[src/rtl/dpbyp_pkg.sv]
package dpbyp_pkg;

    typedef enum logic {
        SRC_ARRAY  = 1'b0,
        SRC_BYPASS = 1'b1
    } rd_src_e;

    function automatic rd_src_e pick_src(input logic wen, input logic same_addr);
        return (wen && same_addr) ? SRC_BYPASS : SRC_ARRAY;
    endfunction

endpackage

[src/rtl/dpbyp_array.sv]
module dpbyp_array #(
    parameter int DW    = 16,
    parameter int DEPTH = 32,
    parameter int AW    = $clog2(DEPTH)
) (
    input  logic          clk,
    input  logic          wr_en,
    input  logic [AW-1:0] wr_addr,
    input  logic [DW-1:0] wr_data,
    input  logic          rd_en,
    input  logic [AW-1:0] rd_addr,
    output logic [DW-1:0] rd_q
);
    logic [DW-1:0] store [DEPTH];

    // read-first: the read register takes the contents before this edge's write
    always_ff @(posedge clk) begin
        if (wr_en) begin
            store[wr_addr] <= wr_data;
        end
        if (rd_en) begin
            rd_q <= store[rd_addr];
        end
    end
endmodule

[src/rtl/dpbyp_capture.sv]
module dpbyp_capture
    import dpbyp_pkg::*;
#(
    parameter int DW = 16,
    parameter int AW = 5
) (
    input  logic          clk,
    input  logic          rst,
    input  logic          wr_en,
    input  logic [AW-1:0] wr_addr,
    input  logic [DW-1:0] wr_data,
    input  logic          rd_en,
    input  logic [AW-1:0] rd_addr,
    output rd_src_e       src_q,
    output logic [DW-1:0] cap_q
);
    logic same_addr;
    assign same_addr = (wr_addr == rd_addr);

    // the select flag loads only on enabled reads, so a held output stays put
    always_ff @(posedge clk) begin
        if (rst) begin
            src_q <= SRC_ARRAY;
        end else if (rd_en) begin
            src_q <= pick_src(wr_en, same_addr);
        end
    end

    // the captured word changes only on a collision, never while the output is held
    always_ff @(posedge clk) begin
        if (rd_en && wr_en && same_addr) begin
            cap_q <= wr_data;
        end
    end
endmodule

[src/rtl/dpbyp_ram.sv]
module dpbyp_ram
    import dpbyp_pkg::*;
#(
    parameter int DW    = 16,
    parameter int DEPTH = 32,
    localparam int AW   = $clog2(DEPTH)
) (
    input  logic          clk,
    input  logic          rst,
    input  logic          wr_en,
    input  logic [AW-1:0] wr_addr,
    input  logic [DW-1:0] wr_data,
    input  logic          rd_en,
    input  logic [AW-1:0] rd_addr,
    output logic [DW-1:0] rd_data
);
    typedef struct packed {
        logic          en;
        logic [AW-1:0] addr;
        logic [DW-1:0] data;
    } wr_req_t;

    typedef struct packed {
        logic          en;
        logic [AW-1:0] addr;
    } rd_req_t;

    wr_req_t       wreq;
    rd_req_t       rreq;
    logic [DW-1:0] arr_q;
    logic [DW-1:0] cap_q;
    rd_src_e       src_q;

    assign wreq = '{en: wr_en, addr: wr_addr, data: wr_data};
    assign rreq = '{en: rd_en, addr: rd_addr};

    dpbyp_array #(.DW(DW), .DEPTH(DEPTH), .AW(AW)) u_array (
        .clk     (clk),
        .wr_en   (wreq.en),
        .wr_addr (wreq.addr),
        .wr_data (wreq.data),
        .rd_en   (rreq.en),
        .rd_addr (rreq.addr),
        .rd_q    (arr_q)
    );

    dpbyp_capture #(.DW(DW), .AW(AW)) u_capture (
        .clk     (clk),
        .rst     (rst),
        .wr_en   (wreq.en),
        .wr_addr (wreq.addr),
        .wr_data (wreq.data),
        .rd_en   (rreq.en),
        .rd_addr (rreq.addr),
        .src_q   (src_q),
        .cap_q   (cap_q)
    );

    always_comb begin
        unique case (src_q)
            SRC_BYPASS: rd_data = cap_q;
            default:    rd_data = arr_q;
        endcase
    end
endmodule

[config.mk]
export PLATFORM = sky130hd
export DESIGN_NAME = dpbyp_ram
export DESIGN_NICKNAME = d
export VERILOG_FILES = /design/src/rtl/dpbyp_pkg.sv /design/src/rtl/dpbyp_array.sv /design/src/rtl/dpbyp_capture.sv /design/src/rtl/dpbyp_ram.sv
export SDC_FILE = /design/constraint.sdc
export NUM_CORES = 1
export LEC_CHECK = 0
export BUFFER_PORTS_ARGS = -buffer_cell sky130_fd_sc_hd__buf_2
export CAP_MARGIN = 20
export CORE_MARGIN = 8
export CORE_UTILIZATION = 25
export DETAILED_ROUTE_END_ITERATION = 8
export HOLD_SLACK_MARGIN = 0.12
export SETUP_SLACK_MARGIN = 0.4
export SYNTH_ARGS = -nofsm -noshare
export SYNTH_HDL_FRONTEND = slang
export SYNTH_HIERARCHICAL = 1
export SYNTH_SLANG_ARGS = --single-unit
[constraint.sdc]
create_clock -name clk -period 2.6 [get_ports clk]
set_input_delay 0.26 -clock clk [delete_from_list [all_inputs] [get_ports clk]]
set_output_delay 0.26 -clock clk [all_outputs]
set_load 0.02 [all_outputs]
==> flow_summary.json <==
{
  "status": "complete, no violations",
  "gp_congestion": 0.789,
  "finalNonFillerCells": 2488,
  "yosys.area.top_type": "edfxtp_1",
  "die_y_um": 309,
  "p_int_uw": 14800,
  "power_density_nw_per_um2": 745,
  "syn_to_final_growth_pct": 16.9,
  "grt_pass1_vias": 11176,
  "vias": 11173,
  "relSlewSlack_pct": 47.0,
  "crit_type": "flop to primary output",
  "wirelength_um": 51600,
  "crit_arrival_ns": 1.86,
  "grt_pass1_wl_um": 74900,
  "holdCritPathClass": "input pin to flop",
  "syn_area_um2": 21500,
  "firstDrtPassIters": 5,
  "power_switching_uw": 3990,
  "worst_pin_slew_ns": 0.795,
  "netlist_instances": 1189,
  "timing.fmax_mhz": 473,
  "skew_ns": 0.0199,
  "yosys_register_bits": 545,
  "critPathRequiredTime_ns": 2.34,
  "drc": 0,
  "hpwl_um": 31700,
  "postSynthAreaPerCell_um2": 18.1,
  "port-buffer-count": 45,
  "fin_util_pct": 29.5,
  "fp.dieW_um": 309,
  "synth.area.top_cells": "edfxtp_1, mux2i_1, a22oi_1",
  "async_reset_ff_share_pct": 0,
  "rsz0062_at_grt": "false",
  "multi_input_area_um2": 4620,
  "syn_nets": 1219,
  "viasPerCell": 4.49,
  "clkSinkCount": 545,
  "period_minus_slack_ns": 2.12,
  "finalPower_uw": 18800,
  "grt_usage_pct": 10.5,
  "yosysUniqueCellTypes": 32,
  "dieArea_um2": 95800,
  "nFillCells": 8373,
  "antenna_found_initial": 1,
  "tns_ns": 0,
  "core_area_um2": 85300,
  "clockPowerShare_pct": 41.8,
  "clock_latency_ns": 0.61,
  "start_util_pct": 25.2,
  "clk_pin_slew_ns": 0.06,
  "synth_edf_count": 544,
  "drv_slew": 0,
  "io_pins": 46,
  "report.final.setup_viol": 0,
  "finalHoldViolCount": 0,
  "wl_per_cell_um": 20.7,
  "p_leak_uw": 0.00861,
  "ir_drop_mv": 0.484,
  "r2r_cells": 5,
  "max-cap-violations": 0,
  "seq_area_um2": 16400,
  "endpoint_kind": "primary output",
  "cts_root_buf": "clkbuf_16",
  "p_comb_share_pct": 5.7,
  "final_nets": 1330,
  "worst_setup_path_start_kind": "flop",
  "sequentialPowerShare_pct": 52.5,
  "yosysWarnings": 6,
  "p_sw_share_pct": 21.3,
  "cts_made_buffers": 55,
  "drive_gt1_share_pct": 16.9,
  "dr.first_iter.drc_count": 1011,
  "ys_seq_area_share_pct": 76.0,
  "crit_fanout": 16,
  "overflow": 0,
  "yosysMostFrequentCell": "edfxtp_1",
  "ant_nets": 0,
  "placementRows": 107,
  "synth_commonest_cells": "edfxtp_1, mux2i_1, a22oi_1",
  "cts_max_level": 2,
  "clockBufferDepth": 3,
  "yosys.area.top_type_share_pct": 75.9,
  "grt_max_degree": 58,
  "fin_crit_sh_pct": 81.4,
  "tritoncts": "done",
  "dp.cells": 2385,
  "synth_ff_type": "edfxtp_1",
  "hold-path-cell-count": 1
}
==> flip-flops by register name, summed over array words and instances, names as in the netlist <==
name             count
u_array/store      512
u_array/rd_q        16
u_capture/cap_q     16
u_capture/src_q      1
==> metrics by stage <==
| step | setup slack, ns | hold WS (ns) | cell area [µm²] |
|---|---|---|---|
| floorplan | 0.546 | 0.357 | 21500 |
| global placement | 0.300 | 0.581 | 23400 |
| detailed placement | 0.286 | 0.572 | 23400 |
| CTS | 0.452 | 0.208 | 25200 |
| global route | 0.405 | 0.233 | 25200 |
| finish | 0.484 | 0.233 | 25200 |
==> final cells by class <==
| type | instances | area share [%] |
|---|---|---|
| Antenna cell | 2 | 0.0199 |
| Tap cell | 1144 | 5.69 |
| Multi-Input combinational cell | 575 | 18.3 |
| Clock inverter | 36 | 1.44 |
| Clock buffer | 63 | 5.67 |
| Timing Repair Buffer | 123 | 3.88 |
| Sequential cell | 545 | 65.0 |
==> power by group through the flow <==
stage | Clock [µW] | Sequential (µW) | Combinational (µW)
after floorplan | 0 | 10000 | 605
after global placement | 0 | 10000 | 1050
after global routing | 8320 | 9850 | 1130
final | 7850 | 9850 | 1060
after detailed placement | 0 | 10000 | 1070
after CTS | 8020 | 9850 | 1070
==> cell usage in the layout (no fill, tap or decap), types with 3 or more instances in the layout <==
cell type  count
edfxtp_1     544
mux2_2         6
nand3_1       34
mux2i_1      256
or3b_2         4
buf_2         44
nor3_1        16
a31oi_1       16
nand3b_1       5
clkbuf_16     56
clkbuf_1       7
nand2_1       35
clkinv_2      14
xor2_1         3
buf_12        12
buf_4         64
a21oi_1       32
mux2_4        10
a22oi_1       64
a22o_1        32
bufinv_16      7
clkinv_1      11
nand4_1       16
nor2_1        34
==> cell families (layout without fill, tap and decap cells) <==
group,after synthesis,count (layout),synth area share [%]
other,0,2,0
AOI/OAI and AO/OA,145,145,4.80
muxes,272,272,12.9
buffers and inverters,69,222,2.66
DFF,545,545,76.0
and+or+nand+nor,153,153,3.46
xor gates and xnor gates,5,5,0.203
==> critical path: stages (launching register included) <==
cell and delay, ns:
dfxtp_1 0.32, buf_4 0.28, mux2_2 0.45, buf_2 0.19
==> worst paths after layout <==
check                                       start                            end  slack [ns]
setup / recovery     u_capture/src_q$_SDFFE_PP0P_                     rd_data[2]        0.48
hold / removal                         wr_data[2]  u_array/store[3][2]$_DFFE_PP_        0.23
setup reg to reg    u_array/store[1][8]$_DFFE_PP_      u_array/rd_q[8]$_DFFE_PP_        0.84
hold reg to reg   u_array/store[16][14]$_DFFE_PP_     u_array/rd_q[14]$_DFFE_PP_        0.70
==> per-layer routing <==
| metal | up-vias | part of all wire [%] | track usage, % | wire length [µm] |
|---|---|---|---|---|
| li1 | 4984 | - | - | - |
| met1 | 5720 | 47 | 15.0 | 24000 |
| met2 | 400 | 45 | 16.3 | 23400 |
| met3 | 69 | 6.6 | 2.26 | 3400 |
| met4 | 0 | 1.5 | 2.09 | 787 |
| met5 | - | 0 | 0 | 0 |
==> timing repair <==
action,4_1_cts,5_1_grt
hold buffers,2,0
setup buffers,0,0
endpoints found under the setup margin,0,0
hold endpoints to repair,1,0
resized for setup,0,0
(Power assumes the default switching activity.)
